File: config.mk
export PLATFORM = sky130hd
export DESIGN_NAME = fetch_fold_cache
export DESIGN_NICKNAME = d
export VERILOG_FILES = /design/src/rtl/fold_fc_pkg.sv /design/src/rtl/fc_predecode.sv /design/src/rtl/fc_line_store.sv /design/src/rtl/fetch_fold_cache.sv
export SDC_FILE = /design/constraint.sdc
export NUM_CORES = 1
export LEC_CHECK = 0
export BUFFER_PORTS_ARGS = -buffer_cell sky130_fd_sc_hd__buf_2
export CELL_PAD_IN_SITES_DETAIL_PLACEMENT = 0
export CELL_PAD_IN_SITES_GLOBAL_PLACEMENT = 1
export CORE_ASPECT_RATIO = 1.2
export CORE_UTILIZATION = 40
export DETAILED_ROUTE_END_ITERATION = 10
export GPL_ROUTABILITY_DRIVEN = 0
export PLACE_DENSITY = 0.63
export SYNTH_ARGS = -nofsm -noshare
export SYNTH_HDL_FRONTEND = slang
export SYNTH_SLANG_ARGS = --single-unit
File: constraint.sdc
create_clock -name clk -period 8.1 [get_ports clk]
set_input_delay 1.62 -clock clk [delete_from_list [all_inputs] [get_ports clk]]
set_output_delay 1.62 -clock clk [all_outputs]
set_load 0.01 [all_outputs]
File: src/rtl/fold_fc_pkg.sv
package fold_fc_pkg;
  localparam int unsigned INSTR_W = 32;

  typedef enum logic [1:0] {
    CF_NONE   = 2'd0,
    CF_JUMP   = 2'd1,
    CF_CALL   = 2'd2,
    CF_BRANCH = 2'd3
  } cf_kind_t;
endpackage

File: src/rtl/fc_predecode.sv
module fc_predecode
  import fold_fc_pkg::*;
#(
  parameter int unsigned AW = 16
) (
  input  logic [INSTR_W-1:0] word,
  output cf_kind_t           kind,
  output logic [AW-1:0]      target
);
  logic unused_bits;
  assign unused_bits = ^{word[INSTR_W-3:AW], word[1:0]};

  always_comb begin
    kind   = cf_kind_t'(word[INSTR_W-1 -: 2]);
    target = {word[AW-1:2], 2'b00};
  end
endmodule

File: src/rtl/fc_line_store.sv
module fc_line_store
  import fold_fc_pkg::*;
#(
  parameter int unsigned AW       = 16,
  parameter int unsigned IDX_BITS = 4
) (
  input  logic                   clk,
  input  logic                   rst,
  input  logic                   wr_en,
  input  logic [IDX_BITS-1:0]    wr_idx,
  input  logic [AW-IDX_BITS-3:0] wr_tag,
  input  logic [INSTR_W-1:0]     wr_instr,
  input  logic [AW-1:0]          wr_next,
  input  cf_kind_t               wr_kind,
  input  logic [IDX_BITS-1:0]    rd_idx,
  output logic                   rd_valid,
  output logic [AW-IDX_BITS-3:0] rd_tag,
  output logic [INSTR_W-1:0]     rd_instr,
  output logic [AW-1:0]          rd_next,
  output cf_kind_t               rd_kind
);
  localparam int unsigned LINES = 1 << IDX_BITS;
  localparam int unsigned TAG_W = AW - IDX_BITS - 2;

  logic [TAG_W-1:0]   tag_q   [LINES];
  logic [INSTR_W-1:0] instr_q [LINES];
  logic [AW-1:0]      next_q  [LINES];
  logic [1:0]         kind_q  [LINES];
  logic [LINES-1:0]   valid_q;

  // Data arrays carry no reset so they map onto RAM
  always_ff @(posedge clk) begin
    if (wr_en) begin
      tag_q[wr_idx]   <= wr_tag;
      instr_q[wr_idx] <= wr_instr;
      next_q[wr_idx]  <= wr_next;
      kind_q[wr_idx]  <= wr_kind;
    end
  end

  always_ff @(posedge clk) begin
    if (rst)        valid_q <= '0;
    else if (wr_en) valid_q[wr_idx] <= 1'b1;
  end

  always_comb begin
    rd_valid = valid_q[rd_idx];
    rd_tag   = tag_q[rd_idx];
    rd_instr = instr_q[rd_idx];
    rd_next  = next_q[rd_idx];
    rd_kind  = cf_kind_t'(kind_q[rd_idx]);
  end
endmodule

File: src/rtl/fetch_fold_cache.sv
module fetch_fold_cache
  import fold_fc_pkg::*;
#(
  parameter int unsigned AW       = 16,
  parameter int unsigned IDX_BITS = 4,
  parameter logic [AW-1:0] RESET_PC = '0
) (
  input  logic          clk,
  input  logic          rst,
  output logic          mem_req,
  output logic [AW-1:0] mem_addr,
  input  logic          mem_valid,
  input  logic [31:0]   mem_rdata,
  input  logic          resolve_valid,
  input  logic          resolve_taken,
  input  logic [AW-1:0] resolve_alt,
  output logic          issue_valid,
  output logic [AW-1:0] issue_pc,
  output logic [31:0]   issue_instr,
  output logic [AW-1:0] issue_next_pc,
  output logic [AW-1:0] issue_alt_pc,
  output logic [1:0]    issue_fold,
  output logic          issue_wport_conflict
);
  localparam int unsigned TAG_W = AW - IDX_BITS - 2;
  localparam logic [AW-1:0] STEP  = AW'(4);
  localparam logic [AW-1:0] STEP2 = AW'(8);

  typedef enum logic [1:0] {ST_LOOK, ST_HEAD, ST_NEXT} fill_st_t;

  fill_st_t            st_q;
  logic [AW-1:0]       pc_q;
  logic [INSTR_W-1:0]  head_q;

  logic [IDX_BITS-1:0] idx;
  logic [TAG_W-1:0]    tag;
  logic [AW-1:0]       pc_plus4;

  logic                wr_en;
  logic [INSTR_W-1:0]  wr_instr;
  logic [AW-1:0]       wr_next;
  cf_kind_t            wr_kind;

  logic                rd_valid;
  logic [TAG_W-1:0]    rd_tag;
  logic [INSTR_W-1:0]  rd_instr;
  logic [AW-1:0]       rd_next;
  cf_kind_t            rd_kind;

  cf_kind_t            fill_kind;
  logic [AW-1:0]       fill_target;
  logic                hit;
  logic                squash;

  assign idx      = pc_q[IDX_BITS+1:2];
  assign tag      = pc_q[AW-1:IDX_BITS+2];
  assign pc_plus4 = pc_q + STEP;
  assign hit      = (st_q == ST_LOOK) && rd_valid && (rd_tag == tag);
  assign squash   = resolve_valid && !resolve_taken;

  fc_line_store #(.AW(AW), .IDX_BITS(IDX_BITS)) u_store (
    .clk      (clk),
    .rst      (rst),
    .wr_en    (wr_en),
    .wr_idx   (idx),
    .wr_tag   (tag),
    .wr_instr (wr_instr),
    .wr_next  (wr_next),
    .wr_kind  (wr_kind),
    .rd_idx   (idx),
    .rd_valid (rd_valid),
    .rd_tag   (rd_tag),
    .rd_instr (rd_instr),
    .rd_next  (rd_next),
    .rd_kind  (rd_kind)
  );

  fc_predecode #(.AW(AW)) u_fill_dec (
    .word   (mem_rdata),
    .kind   (fill_kind),
    .target (fill_target)
  );

  // Fill path: head word first, then the word after it to decide folding
  always_comb begin
    mem_req  = 1'b0;
    mem_addr = pc_q;
    wr_en    = 1'b0;
    wr_instr = mem_rdata;
    wr_next  = fill_target;
    wr_kind  = CF_NONE;
    unique case (st_q)
      ST_HEAD: begin
        mem_req = 1'b1;
        // A control word at the head is cached as is, unfolded
        if (mem_valid && fill_kind != CF_NONE) wr_en = 1'b1;
      end
      ST_NEXT: begin
        mem_req  = 1'b1;
        mem_addr = pc_plus4;
        if (mem_valid) begin
          wr_en    = 1'b1;
          wr_instr = head_q;
          wr_kind  = fill_kind;
          wr_next  = (fill_kind == CF_NONE) ? pc_plus4 : fill_target;
        end
      end
      default: ;
    endcase
  end

  always_ff @(posedge clk) begin
    if (rst) begin
      st_q                 <= ST_LOOK;
      pc_q                 <= RESET_PC;
      head_q               <= '0;
      issue_valid          <= 1'b0;
      issue_pc             <= '0;
      issue_instr          <= '0;
      issue_next_pc        <= '0;
      issue_alt_pc         <= '0;
      issue_fold           <= 2'b00;
      issue_wport_conflict <= 1'b0;
    end else begin
      issue_valid          <= 1'b0;
      issue_wport_conflict <= 1'b0;
      if (squash) begin
        pc_q <= resolve_alt;
        st_q <= ST_LOOK;
      end else begin
        unique case (st_q)
          ST_LOOK: begin
            if (hit) begin
              issue_valid          <= 1'b1;
              issue_pc             <= pc_q;
              issue_instr          <= rd_instr;
              issue_next_pc        <= rd_next;
              issue_fold           <= rd_kind;
              issue_alt_pc         <= (rd_kind != CF_NONE) ? pc_q + STEP2 : pc_plus4;
              issue_wport_conflict <= (rd_kind == CF_CALL);
              pc_q                 <= rd_next;
            end else begin
              st_q <= ST_HEAD;
            end
          end
          ST_HEAD: begin
            if (mem_valid) begin
              head_q <= mem_rdata;
              st_q   <= (fill_kind != CF_NONE) ? ST_LOOK : ST_NEXT;
            end
          end
          ST_NEXT: begin
            if (mem_valid) st_q <= ST_LOOK;
          end
          default: st_q <= ST_LOOK;
        endcase
      end
    end
  end
endmodule

Yosys cells after proc, flatten, opt, wreduce, memory -nomap -nowiden
Memory sizes are Yosys's and may differ from the RTL's. A register that Yosys moved wholly into a read port is not among the register bits.
Cells that the tools add are included.
- output and inout bits: 101
- bits of input ports: 53
- memories kept: 4
- register bits after elaboration: 118
- RAM bits: 960
- word-level logic and storage cells: 83
- memories (memory ; words ; bits a word ; rd ports ; clocked after memory_dff ; write ports ; line ; source):
    u_store.instr_q ; 16 ; 32 ; 1 ; 1 ; 1 ; fc_line_store.sv:26 ; logic [INSTR_W-1:0] instr_q [LINES];
    u_store.next_q ; 16 ; 16 ; 1 ; 1 ; 1 ; fc_line_store.sv:27 ; logic [AW-1:0] next_q [LINES];
    u_store.tag_q ; 16 ; 10 ; 1 ; 1 ; 1 ; fc_line_store.sv:25 ; logic [TAG_W-1:0] tag_q [LINES];
    u_store.kind_q ; 16 ; 2 ; 1 ; 1 ; 1 ; fc_line_store.sv:28 ; logic [1:0] kind_q [LINES];
- order comparisons: 2
- bitwise logic cells: 4
- $add $sub $neg: 2
- eq/ne operators: 7
- multiplexer cells: 34
- reductions and logical operators: 20
- operators by type and width (cell ; count):
    16-bit two-way mux ; 8
    32-bit two-way mux ; 2
    4-bit two-way mux ; 6
    16-bit by 3-bit adder with 16-bit output, second input constant ; 1
    16-bit by 4-bit adder with 16-bit output, second input constant ; 1
    16-bit bitwise OR ; 1
    2-bit two-way mux ; 6
    10-bit == test ; 1
    3-bit AND reduction ; 3
    1-bit two-way mux ; 8
    2-bit nonzero test ; 4
    2-bit != test, second input constant ; 3
    2-bit one-hot mux with 3 select lines ; 1
    1-bit logical AND ; 5
    4-bit by 5-bit < comparator with 1-bit output, second input constant ; 1
    1-bit binary-select mux with 4-bit select ; 1
    1-bit demux with 4-bit select ; 1
    2-bit == test, second input constant ; 2
    4-bit by 1-bit greater-or-equal comparator with 1-bit output, second input constant ; 1
    2-bit zero test ; 2
    2-bit OR reduction ; 2
    4-bit OR reduction ; 1
    1-bit NOT ; 3
    3-bit OR reduction ; 1
    other kinds (4) ; 4

Depth between registers and ports, before layout
- depth after elaboration: 9
- gate-level depth with buffers: 14
- gate-level depth less buffers: 10

Cells and area by module
A second synthesis with hierarchy kept.
- cells, all modules: 2342
- area, all modules: 43030.0 um^2
- modules (own cells, without submodules) (module ; area each (um^2) ; times used ; cells an instance ; seq. area each (um^2)):
    fc_line_store ; 36603.9 ; 1 ; 1544 ; 29148.0
    fetch_fold_cache ; 6287.3 ; 1 ; 779 ; 2642.5
    fc_predecode ; 138.9 ; 1 ; 19 ; 0.0

Worst setup path after synthesis
Ideal clock, no wire load.
- path kind: input to register
- start: in mem_rdata[31]
- end: mem u_store.instr_q[2][0], enable pin
- arrival: 6210 ps
- cell stages on the path: 4
- slack: 1336 ps
- required time: 7546 ps
- library setup time: 554 ps
- path buffers: 0
- cell sequence: o21ai_0 > a21oi_1 > nand2_1 > nor3_1
- word-level cells in the longest chain between the ends: 6
- RTL lines (element ; line ; source):
    from (decl) ; fetch_fold_cache.sv:13 ; input logic [31:0] mem_rdata,
    2-bit nonzero test ; fetch_fold_cache.sv:96 ; if (mem_valid && fill_kind != CF_NONE) wr_en = 1'b1;
    1-bit logical AND ; fetch_fold_cache.sv:96 ;
    1-bit two-way mux ; fetch_fold_cache.sv:96 ;
    1-bit one-hot mux with 2 select lines ; fetch_fold_cache.sv:92 ; unique case (st_q)
    1-bit two-way mux ; fc_line_store.sv:33 ; if (wr_en) begin
    1-bit two-way mux (not written as such) ; fc_line_store.sv:35 ; instr_q[wr_idx] <= wr_instr;
    to (decl) ; fc_line_store.sv:26 ;
Every way passes these cells.

Final worst setup path
- start: reg pc_q[4]
- end: out mem_addr[15]
- word-level cells in the longest chain between the ends: 2
- RTL lines (element ; line ; source):
    from (decl) ; fetch_fold_cache.sv:32 ; logic [AW-1:0] pc_q;
    from (signal assigned) ; fetch_fold_cache.sv:128 ; pc_q <= resolve_alt;
    from (signal assigned) ; fetch_fold_cache.sv:141 ; pc_q <= rd_next;
    16-bit by 3-bit adder with 16-bit output ; fetch_fold_cache.sv:57 ; assign pc_plus4 = pc_q + STEP;
    16-bit two-way mux ; fetch_fold_cache.sv:92 ;
    to (decl) ; fetch_fold_cache.sv:11 ; output logic [AW-1:0] mem_addr,
Every way passes these cells.

==> reports/qor.json <==
{
  "cp-startpoint": {"value": "pc_q[4]$_SDFFE_PP0P_"},
  "dr_total_vias": {"value": 21895},
  "setup_viol": {"value": 0},
  "utilization": {"value": 46.2, "unit": "%"},
  "ctsRootBufferMaster": {"value": "sky130_fd_sc_hd__clkbuf_16"},
  "synth.cell_area": {"value": 43500, "unit": "um2"},
  "rsz0062_at_grt": {"value": "false"},
  "netlist_instances": {"value": 2242},
  "clock_tree.buffer_depth": {"value": 3},
  "wl": {"value": 111, "unit": "mm"},
  "yosys_register_bits": {"value": 1112},
  "synthMuxAreaShare": {"value": 18.6, "unit": "%"},
  "hp-start": {"value": "head_q[1]$_SDFFE_PP0P_"},
  "wire_length_of_the_first_global_routing_pass": {"value": 160, "unit": "mm"},
  "clock_skew": {"value": 0.0303, "unit": "ns"},
  "final_min_period_over_clock_period": {"value": 69.2, "unit": "%"},
  "drtPass1Iterations": {"value": 5},
  "cts-resized-gates": {"value": 0},
  "post-synth-top-count-cell": {"value": "sky130_fd_sc_hd__edfxtp_1"},
  "clock-sinks": {"value": 1112},
  "complex_gate_fraction_of_the_synthesized_area": {"value": 1.75, "unit": "%"},
  "grt_pass1_vias": {"value": 22652},
  "max-cap-violations": {"value": 0},
  "holdPathEnd": {"value": "head_q[1]$_SDFFE_PP0P_"},
  "finalHoldViolCount": {"value": 0},
  "yosys.area_share.xor_xnor": {"value": 0.846, "unit": "%"},
  "wl_per_cell": {"value": 28.4, "unit": "um"},
  "die_area": {"value": 110000, "unit": "um2"},
  "synth_simple_gate_area_share": {"value": 3.52, "unit": "%"},
  "cts_clock_pin_slew_for_the_worst_setup_and_hold_paths": {"value": 0.06, "unit": "ns"},
  "post_route_cells_drive_above_1_share": {"value": 29.3, "unit": "%"},
  "io-pin-count": {"value": 154},
  "powerDensity": {"value": 249, "unit": "nW/um2"},
  "die_height": {"value": 363, "unit": "um"},
  "detail_route.iter0.violations": {"value": 2165},
  "status": {"value": "finished, final reports clean"},
  "num-nets-final": {"value": 2483},
  "number_of_buffers_added_by_the_clock_tree_synthesis_step": {"value": 108},
  "post-cts-setup-buffers": {"value": 0},
  "initial_utilization": {"value": 40.3, "unit": "%"},
  "synth_enable_flop_cells": {"value": 960},
  "maxSlewViolCount": {"value": 0},
  "share_of_flip_flops_with_an_asynchronous_set_or_reset_after_synthesis": {"value": 0, "unit": "%"},
  "count_of_unresolved_drc_violations_after_routing": {"value": 0},
  "leading_area_contributor_after_synthesis": {"value": "sky130_fd_sc_hd__edfxtp_1"},
  "regToRegEndpoint": {"value": "issue_instr[5]$_SDFFE_PP0P_"},
  "dp.cells": {"value": 3718},
  "area.growth.synth_to_final": {"value": 14.6, "unit": "%"},
  "regToRegSetupSlack": {"value": 3.02, "unit": "ns"},
  "finalCriticalPeriod": {"value": 5.60, "unit": "ns"},
  "placement.io_buffers": {"value": 153},
  "number_of_non_filler_instances_in_the_completed_layout": {"value": 3926},
  "yosys-top-cells-count": {"value": "sky130_fd_sc_hd__edfxtp_1, sky130_fd_sc_hd__mux4_2, sky130_fd_sc_hd__nor2_1"},
  "place_worst_setup_slack": {"value": 3.03, "unit": "ns"},
  "worst_r2r_path_depth": {"value": 10},
  "worstSetupPathType": {"value": "flop to output pin"},
  "hold-path-cell-count": {"value": 2},
  "synth.net_count": {"value": 2303},
  "placeableCoreArea": {"value": 108000, "unit": "um2"},
  "ant_nets": {"value": 0},
  "clock_tree_from_tritoncts": {"value": "built"},
  "crit_path_max_fanout": {"value": 34},
  "grt_max_degree": {"value": 104},
  "top_usage_layer": {"value": "met2"},
  "synth_top_cells_by_area": {"value": "sky130_fd_sc_hd__edfxtp_1, sky130_fd_sc_hd__mux4_2, sky130_fd_sc_hd__dfxtp_1, sky130_fd_sc_hd__mux2i_1, sky130_fd_sc_hd__nor2_1"},
  "setup_ws": {"value": 2.50, "unit": "ns"},
  "timing.critical_path.required": {"value": 6.48, "unit": "ns"},
  "yosys.cell_types.count": {"value": 57},
  "hold_path.class": {"value": "flop to flop"},
  "grt_util_all_layers": {"value": 20.4, "unit": "%"},
  "yosysWarnings": {"value": 0},
  "timing.fmax": {"value": 178, "unit": "MHz"},
  "viasPerCell": {"value": 5.58},
  "peakVddDrop": {"value": 0.177, "unit": "mV"},
  "endpoint_kind": {"value": "output pin"},
  "use_met2": {"value": 33.6, "unit": "%"},
  "yosysSeqAreaShare": {"value": 73.3, "unit": "%"},
  "power_leakage": {"value": 15.9, "unit": "nW"},
  "synth_top_family_by_area": {"value": "multiplexers"},
  "h-tree-depth": {"value": 3},
  "fin_setup_tns": {"value": 0, "unit": "ns"},
  "yosys.area.top_type_share": {"value": 66.3, "unit": "%"},
  "number_of_antenna_violations_at_the_first_check_in_global_routing": {"value": 5},
  "dieWidth": {"value": 303, "unit": "um"},
  "hpwlAfterDp": {"value": 63.7, "unit": "mm"},
  "clock_latency_late_sink": {"value": 0.71, "unit": "ns"},
  "timing_worst_slew_pin_value": {"value": 1.34, "unit": "ns"},
  "global_route.usage.met3": {"value": 3.69, "unit": "%"},
  "post_synth_fa_ha_maj_area_fraction": {"value": 0.230, "unit": "%"},
  "hold_slack": {"value": 0.450, "unit": "ns"},
  "worstSetupStartpointType": {"value": "flop"},
  "synth_ff_type": {"value": "sky130_fd_sc_hd__edfxtp_1"},
  "grt.overflow.total": {"value": 0},
  "synthesis.area_per_instance": {"value": 19.4, "unit": "um2"},
  "cp_data_arrival_time": {"value": 3.98, "unit": "ns"},
  "row_count": {"value": 132},
  "grtUsageMet1": {"value": 27.5, "unit": "%"},
  "postCtsHoldBufs": {"value": 0},
  "worst_slew_margin_rel": {"value": 10.7, "unit": "%"}
}
==> power breakdown <==
group,internal (W),switching (W),total [W]
clock network,0.00329,0.00220,0.00550
registers,0.00624,0.0000467,0.00628
logic,0.000254,0.000367,0.000622
total,0.00978,0.00262,0.0124
==> cell type report <==
cell class / instances / area, um2
inverters: 12 / 45.0
diodes: 1 / 2.50
flip-flops and latches: 1112 / 31900
fillers: 9012 / 58100
repair buffers: 211 / 1210
multi-input cells: 977 / 11000
clock buffers: 127 / 2840
well taps: 1407 / 1760
clock inverters: 79 / 1080
==> per-layer routing <==
layer  part of all wire, %  wire length, um
met2                    49            54900
met1                    42            47100
met5                 0.013               15
met3                   6.1             6760
met4                   2.3             2520
==> worst max path at each step <==
| stage | depth (start not counted) | slack, ns | end |
|---|---|---|---|
| 5_1_grt | 9 | 2.18 | mem_addr[15] |
| 3_3_place_gp | 10 | 3.13 | issue_instr[30]$_SDFFE_PP0P_ |
| 4_1_cts | 9 | 2.39 | mem_addr[15] |
| 6_report | 9 | 2.50 | mem_addr[15] |
| 2_1_floorplan | 4 | 1.34 | u_store.instr_q[2][0]$_DFFE_PP_ |
| 3_5_place_dp | 6 | 3.03 | u_store.next_q[2][13]$_DFFE_PP_ |
==> sequential cells by signal, summed over array words and instances (netlist names), named ones only <==
register and count:
issue_valid 1, issue_next_pc 16, st_q 2, u_store.instr_q 512, head_q 32, issue_fold 2
issue_pc 16, issue_instr 32, issue_wport_conflict 1, u_store.tag_q 160, u_store.valid_q 16, pc_q 16
issue_alt_pc 14, u_store.kind_q 32, u_store.next_q 256
==> kinds of logic after synthesis <==
group | Yosys count
AO/OA/AOI/OAI | 122
AND/OR/NAND/NOR | 351
flip-flops | 1112
buffers and inverters | 153
adder cells (fa/ha/maj) | 8
multiplexers | 454
XOR/XNOR | 42
==> metrics by stage <==
| stage | instance area [um2] | power [W] |
|---|---|---|
| 2_1_floorplan | 43500 | 0.00681 |
| 3_3_place_gp | 45900 | 0.00702 |
| 3_5_place_dp | 45900 | 0.00704 |
| 4_1_cts | 49800 | 0.0125 |
| 5_1_grt | 49800 | 0.0128 |
| 6_report | 49800 | 0.0124 |
==> layout by cell type, fill, tap and decap left out, drive strengths merged, types with 6 or more instances in the layout <==
cell      synthesis  layout
clkinv            0      38
nand2            96      96
bufinv            0      24
a21oi            50      50
clkinvlp          0      11
o21ai            18      18
nor2b             8       8
nand4             8       8
nor3              9       9
o22ai             7       7
xnor2            25      25
a211oi           23      23
edfxtp          960     960
inv              12      18
nor2            177     177
xor2             17      17
mux2             50      50
ha                8       8
mux4            274     274
mux2i           130     130
nand2b            6       6
nand3            15      15
buf              76     211
dfxtp           152     152
clkbuf           65     127
and3              6       6
==> critical path, cell delays in order (launching register included) <==
cell,delay [ns]
sky130_fd_sc_hd__dfxtp_4,0.51
sky130_fd_sc_hd__buf_4,0.70
sky130_fd_sc_hd__ha_1,0.38
sky130_fd_sc_hd__nand3_1,0.19
sky130_fd_sc_hd__nor3_1,0.51
sky130_fd_sc_hd__and3_1,0.29
sky130_fd_sc_hd__and3_1,0.21
sky130_fd_sc_hd__nand3_1,0.11
sky130_fd_sc_hd__xnor2_1,0.20
sky130_fd_sc_hd__buf_2,0.15
Power figures use the tool's default switching activity.
